$ cat src/rtl/rs_seq_pkg.sv
package rs_seq_pkg;

  typedef enum logic [1:0] {
    IDLE_RUN        = 2'd0,
    HOLD_LOW_SUPPLY = 2'd1,
    STARTUP_DELAY   = 2'd2,
    WDT_HOLD        = 2'd3
  } seq_state_t;

  // configuration write data bit positions
  localparam int CFG_LVD_DIS_BIT = 0;
  localparam int CFG_XOSC_BIT    = 1;
  // status write-one-to-clear bit positions
  localparam int ST_SUPPLY_BIT   = 0;
  localparam int ST_WDT_BIT      = 1;

  // a timed state of lim cycles ends when the count reaches lim-1
  function automatic logic count_done(input logic [31:0] cnt, input logic [31:0] lim);
    return (cnt + 32'd1) >= lim;
  endfunction

  function automatic int unsigned max2(input int unsigned a, input int unsigned b);
    return (a > b) ? a : b;
  endfunction

endpackage

$ cat src/rtl/rs_sync.sv
module rs_sync #(
  parameter int WIDTH  = 2,
  parameter int STAGES = 2
) (
  input  logic             clk,
  input  logic             arst_n,
  input  logic [WIDTH-1:0] d,
  output logic [WIDTH-1:0] q
);

  for (genvar b = 0; b < WIDTH; b++) begin : g_bit
    logic [STAGES-1:0] sh;
    always_ff @(posedge clk or negedge arst_n) begin
      if (!arst_n) sh <= '0;
      else         sh <= {sh[STAGES-2:0], d[b]};
    end
    assign q[b] = sh[STAGES-1];
  end

endmodule

$ cat src/rtl/rs_sequencer.sv
module rs_sequencer
  import rs_seq_pkg::*;
#(
  parameter int STARTUP_CYC  = 16,
  parameter int WDT_HOLD_CYC = 32
) (
  input  logic       clk,
  input  logic       arst_n,
  input  logic       lv_s,
  input  logic       bo_s,
  input  logic       lvd_dis,
  input  logic       suspend_i,
  input  logic       wdt_req,
  output seq_state_t state_o,
  output logic       supply_trip,
  output logic       wdt_trip
);

  localparam int unsigned MAXC = max2(STARTUP_CYC, WDT_HOLD_CYC);
  localparam int CW = $clog2(MAXC + 1);

  seq_state_t state_q, state_d;
  logic [CW-1:0] cnt_q;
  logic lv_fault, run_fault, hold_fault, startup_end, wdt_end;

  assign lv_fault    = lv_s & ~lvd_dis;
  assign run_fault   = bo_s | (lv_fault & ~suspend_i);
  assign hold_fault  = bo_s | lv_fault;
  assign startup_end = count_done(32'(cnt_q), 32'(STARTUP_CYC));
  assign wdt_end     = count_done(32'(cnt_q), 32'(WDT_HOLD_CYC));

  always_comb begin
    state_d = state_q;
    unique case (state_q)
      IDLE_RUN: begin
        if (run_fault)    state_d = HOLD_LOW_SUPPLY;
        else if (wdt_req) state_d = WDT_HOLD;
      end
      HOLD_LOW_SUPPLY: begin
        if (!hold_fault) state_d = STARTUP_DELAY;
      end
      STARTUP_DELAY: begin
        if (hold_fault)       state_d = HOLD_LOW_SUPPLY;
        else if (startup_end) state_d = IDLE_RUN;
      end
      WDT_HOLD: begin
        if (hold_fault)   state_d = HOLD_LOW_SUPPLY;
        else if (wdt_end) state_d = IDLE_RUN;
      end
      default: state_d = HOLD_LOW_SUPPLY;
    endcase
  end

  assign supply_trip = (state_d == HOLD_LOW_SUPPLY) && (state_q != HOLD_LOW_SUPPLY);
  assign wdt_trip    = (state_q == IDLE_RUN) && (state_d == WDT_HOLD);

  always_ff @(posedge clk or negedge arst_n) begin
    if (!arst_n) begin
      state_q <= HOLD_LOW_SUPPLY;
      cnt_q   <= '0;
    end else begin
      state_q <= state_d;
      if (state_d != state_q)
        cnt_q <= '0;
      else if (state_q == STARTUP_DELAY || state_q == WDT_HOLD)
        cnt_q <= cnt_q + 1'b1;
    end
  end

  assign state_o = state_q;

endmodule

$ cat src/rtl/rs_ctrl_regs.sv
module rs_ctrl_regs
  import rs_seq_pkg::*;
(
  input  logic       clk,
  input  logic       arst_n,
  input  logic       cfg_wr,
  input  logic [1:0] cfg_wdata,
  input  logic       stat_wr,
  input  logic [1:0] stat_wdata,
  input  logic       bo_s,
  input  logic       supply_trip,
  input  logic       wdt_trip,
  input  logic       susp_enter,
  output logic       lvd_dis,
  output logic       xosc_en,
  output logic       clk_ext,
  output logic       cause_supply,
  output logic       cause_wdt
);

  always_ff @(posedge clk or negedge arst_n) begin
    if (!arst_n) begin
      lvd_dis      <= 1'b0;
      xosc_en      <= 1'b0;
      clk_ext      <= 1'b0;
      cause_supply <= 1'b1;
      cause_wdt    <= 1'b0;
    end else begin
      // monitor disable: brown-out forces the monitor back on
      if (bo_s)        lvd_dis <= 1'b0;
      else if (cfg_wr) lvd_dis <= cfg_wdata[CFG_LVD_DIS_BIT];

      // oscillator enable: cleared by any reset entry
      if (supply_trip || wdt_trip) xosc_en <= 1'b0;
      else if (cfg_wr)             xosc_en <= cfg_wdata[CFG_XOSC_BIT];

      // clock source: supply reset falls back at once, otherwise a
      // cleared enable is only applied on suspend entry
      if (supply_trip)                          clk_ext <= 1'b0;
      else if (cfg_wr && cfg_wdata[CFG_XOSC_BIT]) clk_ext <= 1'b1;
      else if (susp_enter)                      clk_ext <= xosc_en;

      if (supply_trip)                             cause_supply <= 1'b1;
      else if (stat_wr && stat_wdata[ST_SUPPLY_BIT]) cause_supply <= 1'b0;

      if (wdt_trip)                               cause_wdt <= 1'b1;
      else if (stat_wr && stat_wdata[ST_WDT_BIT]) cause_wdt <= 1'b0;
    end
  end

endmodule

$ cat src/rtl/supply_reset_seq.sv
module supply_reset_seq
  import rs_seq_pkg::*;
#(
  parameter int STARTUP_CYC  = 16,
  parameter int WDT_HOLD_CYC = 32,
  parameter int SYNC_STAGES  = 2
) (
  input  logic       clk,
  input  logic       arst_n,
  input  logic       lv_low_raw,
  input  logic       bo_low_raw,
  input  logic       wdt_req,
  input  logic       suspend_i,
  input  logic       cfg_wr,
  input  logic [1:0] cfg_wdata,
  input  logic       stat_wr,
  input  logic [1:0] stat_wdata,
  output logic       core_rst,
  output logic       pin_hiz,
  output logic       clk_sel_ext,
  output logic       xosc_en_o,
  output logic       lvd_dis_o,
  output logic       cause_supply,
  output logic       cause_wdt
);

  logic [1:0] sync_q;
  logic       lv_s, bo_s;
  logic       supply_trip, wdt_trip, susp_enter, susp_q;
  logic       in_run, in_startup, in_wdt;
  seq_state_t state;

  rs_sync #(.WIDTH(2), .STAGES(SYNC_STAGES)) u_sync (
    .clk    (clk),
    .arst_n (arst_n),
    .d      ({bo_low_raw, lv_low_raw}),
    .q      (sync_q)
  );
  assign lv_s = sync_q[0];
  assign bo_s = sync_q[1];

  rs_sequencer #(.STARTUP_CYC(STARTUP_CYC), .WDT_HOLD_CYC(WDT_HOLD_CYC)) u_seq (
    .clk         (clk),
    .arst_n      (arst_n),
    .lv_s        (lv_s),
    .bo_s        (bo_s),
    .lvd_dis     (lvd_dis_o),
    .suspend_i   (suspend_i),
    .wdt_req     (wdt_req),
    .state_o     (state),
    .supply_trip (supply_trip),
    .wdt_trip    (wdt_trip)
  );

  assign in_run     = (state == IDLE_RUN);
  assign in_startup = (state == STARTUP_DELAY);
  assign in_wdt     = (state == WDT_HOLD);

  always_ff @(posedge clk or negedge arst_n) begin
    if (!arst_n) susp_q <= 1'b0;
    else         susp_q <= suspend_i;
  end
  assign susp_enter = suspend_i & ~susp_q & in_run;

  rs_ctrl_regs u_regs (
    .clk          (clk),
    .arst_n       (arst_n),
    .cfg_wr       (cfg_wr),
    .cfg_wdata    (cfg_wdata),
    .stat_wr      (stat_wr),
    .stat_wdata   (stat_wdata),
    .bo_s         (bo_s),
    .supply_trip  (supply_trip),
    .wdt_trip     (wdt_trip),
    .susp_enter   (susp_enter),
    .lvd_dis      (lvd_dis_o),
    .xosc_en      (xosc_en_o),
    .clk_ext      (clk_sel_ext),
    .cause_supply (cause_supply),
    .cause_wdt    (cause_wdt)
  );

  assign core_rst = ~in_run;
  assign pin_hiz  = core_rst;

endmodule

$ cat config.mk
export PLATFORM = sky130hd
export DESIGN_NAME = supply_reset_seq
export DESIGN_NICKNAME = d
export VERILOG_FILES = /design/src/rtl/rs_seq_pkg.sv /design/src/rtl/rs_sync.sv /design/src/rtl/rs_sequencer.sv /design/src/rtl/rs_ctrl_regs.sv /design/src/rtl/supply_reset_seq.sv
export SDC_FILE = /design/constraint.sdc
export NUM_CORES = 1
export LEC_CHECK = 0
export BUFFER_PORTS_ARGS = -buffer_cell sky130_fd_sc_hd__buf_2
export CORE_MARGIN = 5
export CORE_UTILIZATION = 52
export CTS_CLUSTER_DIAMETER = 80
export DETAILED_ROUTE_END_ITERATION = 12
export PLACE_DENSITY_LB_ADDON = 0.3
export SKIP_LAST_GASP = 1
export SLEW_MARGIN = 10
export SYNTH_ARGS = -nofsm -noshare
export SYNTH_HDL_FRONTEND = slang
export SYNTH_SLANG_ARGS = --single-unit
$ cat constraint.sdc
create_clock -name clk -period 3.6 [get_ports clk]
set_input_delay 0.54 -clock clk [delete_from_list [all_inputs] [get_ports clk]]
set_output_delay 0.54 -clock clk [all_outputs]
set_load 0.03 [all_outputs]
---- Word-level counts from Yosys, hierarchy flattened ----
Cells that the tools add are included.
operators by class
  equality and inequality tests ........... 7
  bitwise logic cells ..................... 10
  $add $sub $neg .......................... 2
  reduce and logical (&&, ||, !) cells .... 14
  magnitude comparators ................... 2
  muxes and demuxes ....................... 21
operator list
  cell                                                                count
  greater-or-equal comparator 32 x 5 -> 1 bit, second input constant  1
  greater-or-equal comparator 32 x 6 -> 1 bit, second input constant  1
  two-way mux 2 bit                                                   7
  two-way mux 6 bit                                                   2
  two-way mux 1 bit                                                   11
  nonzero test 2 bit                                                  5
  one-hot mux 2 bit (4 select lines)                                  1
  adder 6 x 1 -> 7 bit, second input constant                         1
  adder 6 x 1 -> 6 bit, second input constant                         1
  equality test 2 bit, second input constant                          3
  logical AND 1 bit                                                   5
  bitwise AND 1 bit                                                   4
  equality test 2 x 1 -> 1 bit, second input constant                 2
  NOT 1 bit                                                           4
  nonzero test 3 bit                                                  1
  logical NOT 2 bit                                                   1
  logical OR 1 bit                                                    2
  != test 2 x 1 -> 1 bit, second input constant                       1
  != test 2 bit                                                       1
  bitwise OR 1 bit                                                    2
storage, ports and cells
  word-level logic and storage cells ...... 66
  register bits after elaboration ......... 18

---- Longest topological paths before layout ----
  depth after elaboration ................. 10
  gate-level depth with buffers ........... 6
  mapped depth without buffers ............ 6

---- By module ----
Synthesis repeated with hierarchy kept, for this count alone.
second synthesis, totals
  cell total of the unflattened synthesis .. 88
  area, all modules ....................... 897.1 µm²
modules (own cells, without submodules)
  module            area each (µm²)  instances  cells each  seq. area each (µm²)
  rs_sequencer      528.0            1          62          201.4
  rs_ctrl_regs      200.2            1          16          126.4
  rs_sync           115.1            1          6           100.1
  supply_reset_seq  53.8             1          4           25.0

---- Worst setup path before layout ----
No wires, ideal clock.
  kind .................................... register to register
  start ................................... register u_regs.lvd_dis
  end ..................................... register u_seq.cnt_q[5]
  slack ................................... 1.895 ns
  data required time ...................... 3.462 ns
  cell stages (with the launch flop) ...... 7
  library setup time ...................... 0.138 ns
  arrival time ............................ 1.567 ns
  cell sequence ........................... dfrtp_1 > nand2b_1 > nand2b_1 > buf_2 > mux2_2 > o32ai_2 > nor3b_1
between the ends
  cells in the longest elaborated chain, start to end .. 8
  elaborated cells between the ends (all ways) .. 13
  those cells by class .................... eq/ne (1); mux (6); bitwise (5); reduce/logical (1)
ends and longest elaborated chain
  what                                                     line                RTL
  from (decl)                                              rs_ctrl_regs.sv:14  output logic lvd_dis,
  from (signal assigned)                                   rs_ctrl_regs.sv:31  else if (cfg_wr) lvd_dis <= cfg_wdata[CFG_LVD_DIS_BIT];
  NOT 1 bit (*)                                            rs_sequencer.sv:26  assign lv_fault = lv_s & ~lvd_dis;
  bitwise AND 1 bit (*)                                    rs_sequencer.sv:26
  bitwise AND 1 bit                                        rs_sequencer.sv:27  assign run_fault = bo_s | (lv_fault & ~suspend_i);
  bitwise OR 1 bit                                         rs_sequencer.sv:27
  two-way mux 2 bit                                        rs_sequencer.sv:36  if (run_fault) state_d = HOLD_LOW_SUPPLY;
  one-hot mux 2 bit (4 select lines) (*)                   rs_sequencer.sv:34  unique case (state_q)
  != test 2 bit (*)                                        rs_sequencer.sv:63  if (state_d != state_q)
  two-way mux 6 bit or nonzero test 2 bit (tied branches)  n/a
  to (signal assigned)                                     rs_sequencer.sv:66  cnt_q <= cnt_q + 1'b1;
  to (decl)                                                rs_sequencer.sv:23  logic [CW-1:0] cnt_q;
Mark *: on every way between the ends. The rest lies on a longest branch, timed or not.
A chain may end at the register's enable or synchronous reset.

---- Worst setup path after layout ----
  start ................................... register u_seq.state_q[1], in the netlist u_seq.state_o[1]
  end ..................................... output core_rst
between the ends
  cells in the longest elaborated chain, start to end .. 2
ends and longest elaborated chain
  what                    line                    RTL
  from (decl)             rs_sequencer.sv:22      seq_state_t state_q, state_d;
  from (signal assigned)  rs_sequencer.sv:62      state_q <= state_d;
  logical NOT 2 bit       supply_reset_seq.sv:55  assign in_run = (state == IDLE_RUN);
  NOT 1 bit               supply_reset_seq.sv:83  assign core_rst = ~in_run;
  to (decl)               supply_reset_seq.sv:18  output logic core_rst,
Every way passes these cells.

==> results.ini <==
[clock_network]
clkSinkCount=18
numCtsBuffers=3
cts_max_path_buffers=2
cts_hold_buffers=0
postCtsSetupRepairBufs=0
cts_resized=0
cts_tree=done
root_buffer=clkbuf_4
htreeDepth=1
clk_latency_ps=290
clkSlewWorstSetupHoldPaths_ps=100

[synthesis]
synth-simple-area-share=0.2517
syn_inst=89
synth_nets=102
synthMuxAreaShare=0.02288
ys_warn_count=0
synth_area_um2=929.6
synth_top_family_by_area=simple AND/OR/NAND/NOR gates
yosysMostFrequentCell=dfrtp_1
avgSynthCellArea_um2=10.45
synth_compound_area_frac=0.1884
synth_seq_cells=18
ys_top_cells_by_area=dfrtp_1 43%, dfstp_2 5.7%, nand2_1 4.4%
yosys.area_share.adder=0.01346
synth.top_cell.area_share=0.4307
synth-xor-area-share=0
synth_edf_count=0
yosysSeqAreaShare=0.4872
async_flop_share=1.000
ys_top_cells_by_count=16 x dfrtp_1, 11 x nand2_1, 7 x nor2_1
synth.distinct_cells=36
yosys_most_used_dff=dfrtp_1
synth_top_area_cell=dfrtp_1

[power]
switching_share=0.3097
power_density_nw_per_um2=399.4
p_int_uw=289.8
combPwrFrac=0.210
clkPwrFrac=0.231
leakagePower_nw=0.4845
power_uw=419.8
seqPwrFrac=0.559
ir_drop_mv=0.2113
switching_power_uw=130.0

[timing]
finalHoldViolations=0
relSlewSlack=0.6410
rsz0062_at_grt=no
finalSetupViolations=0
fmax_mhz=518.6
slew_violations=0
finalCritPeriodShare=0.5356
fin_crit_ps=1928
tightest_slew_ps=538.5
finClkSkew_ps=11.30
setup-tns-final_ps=0

[grt]
grt_pass1_wl_um=2677
grt_pass1_vias=594
grt_max_degree=20
antenna_found_initial=0
grt_usage=0.1308
overflow=0

[flow_run]
max-cap-violations=0

[die]
core_area_um2=1708
die_w_um=52.28
dieArea_um2=2733
rows=15
pin_count=19
start_util=0.5443
die_height_um=52.28

[critical_path]
worstPathArrival_ps=1390
slowest_delay_ps=690
critical_path_peak_fanout=19
cp-end-kind=output pin
path_cells=nor2_1 > inv_1 > buf_2
critPathSlowestCell=dfrtp_1
r2r_start=u_seq.cnt_q[0]
r2r-end=u_seq.cnt_q[2]
crit_start=u_seq.state_o[1]
cp-start-kind=register
cp_data_required_time_ps=3060
crit_end=core_rst
critical_path_class=register to output pin
r2r_cells=6
r2r_setup_slack_ps=1770

[min_path]
min_path_type=primary input to async pin

[detailed_routing]
drcViolationCount=0
ant_nets=0
routedWlPerCell_um=12.50
vias=714
drt_iter0_markers=11
drt_pre_antenna_iters=4
wl_um=1638
routed_via_density=5.450

[run_status]
outcome=completed

[placed_design]
place_congestion=0.7450
io_buffers=18
dp_hpwl_um=1213

[final_layout]
nFillCells=144
drive_gt1_frac=0.2830
final_nets=121
antenna_cells=0
syn2layout_area_growth_pct=13.06

-- worst min-delay path by stage --
stage / start / to / slack (ps) / cells after the start
after floorplan: arst_n / susp_q / 240 / 0
after global placement: u_sync.g_bit[1].sh[0] / u_sync.g_bit[1].sh[1] / 330 / 0
after detailed placement: u_sync.g_bit[0].sh[0] / u_sync.g_bit[0].sh[1] / 340 / 0
after CTS: arst_n / u_seq.cnt_q[4] / 170 / 1
after global routing: arst_n / u_seq.cnt_q[2] / 180 / 1
final: arst_n / u_seq.cnt_q[2] / 160 / 1
-- worst max-delay path, delay by kind of cell (launching register included) --
| family | cells | cell delay, ps |
|---|---|---|
| DFF | 1 | 690 |
| buffers and inverters | 2 | 280 |
| and+or+nand+nor | 1 | 140 |
-- per-layer routing --
layer / part of all wire / vias to the layer above / track usage
met5: 0 / - / 0
met4: 0.0043 / 0 / 0.05106
met3: 0.053 / 2 / 0.03419
met2: 0.48 / 15 / 0.1921
met1: 0.46 / 338 / 0.1820
li1: - / 359 / -
-- flip-flops by register name, summed over array words and instances (netlist names) --
signal,flops
u_regs.lvd_dis,1
u_sync.g_bit.sh,4
u_seq.state_o,2
u_seq.cnt_q,6
u_regs.clk_ext,1
susp_q,1
u_regs.cause_supply,1
u_regs.xosc_en,1
u_regs.cause_wdt,1
-- layout by cell type, fill, tap and decap left out --
cell type  Yosys  routed
or2b_1         1       1
nor4b_1        1       1
o21ai_2        1       1
nor3b_1        1       1
mux2i_1        1       1
and4_1         1       1
a21oi_1        5       5
o32ai_2        1       1
ha_1           1       1
and2_1         1       1
dfstp_2        2       2
nand4_4        1       1
nand2_1       11      11
o22ai_1        1       1
a31o_4         1       1
a31oi_1        3       3
dfrtp_1       16      16
a21o_1         1       1
o21ai_0        3       3
nand3b_1       2       2
nor3_1         2       2
inv_1          3       3
nand3_1        3       3
a22oi_1        1       1
buf_2          3      18
nand2b_1       4       4
mux2_2         1       1
and3_4         1       1
a221oi_4       1       1
clkbuf_4       0       3
a221o_1        1       1
o211ai_1       1       1
nand4b_1       2       2
o41ai_1        1       1
nor2_1         7       7
nor2b_1        2       2
-- through the flow --
step / setup WS [ps] / util / std cells / hold slack [ps] / instance area [um^2]
2_1_floorplan: 1895 / - / 89 / 244.4 / 929.6
4_1_cts: 1656 / 0.6154 / 131 / 167.1 / 1051
5_1_grt: 1578 / 0.6154 / 131 / 178.1 / 1051
3_5_place_dp: 1787 / 0.6022 / 128 / 340.3 / 1028
3_3_place_gp: 1809 / 0.6022 / 128 / 334.3 / 1028
6_report: 1672 / 0.6154 / 131 / 157.1 / 1051
-- logic make-up (layout without fill, tap and decap cells) --
family,count (synthesis),in the layout
flip-flops,18,18
buffers and inverters,7,24
AND/OR/NAND/NOR,40,40
AO/OA/AOI/OAI,21,21
adder cells (fa/ha/maj),1,1
multiplexers,2,2
-- power by group through the flow --
stage	logic, mW	clock network, mW	registers [mW]
2_1_floorplan	0.0505	0	0.250
3_3_place_gp	0.0881	0	0.238
3_5_place_dp	0.0890	0	0.238
4_1_cts	0.0893	0.101	0.234
5_1_grt	0.0960	0.111	0.237
6_report	0.0883	0.0970	0.235
-- final cells by class --
type | instances | area, um^2 | share of cell area
Inverter | 3 | 11.26 | 0.01071
Multi-Input combinational cell | 64 | 442.9 | 0.4214
Timing Repair Buffer | 18 | 90.09 | 0.08571
Clock buffer | 3 | 22.52 | 0.02143
Sequential cell | 18 | 452.9 | 0.4310
Tap cell | 25 | 31.28 | 0.02976
Power figures use the tool's default switching activity.
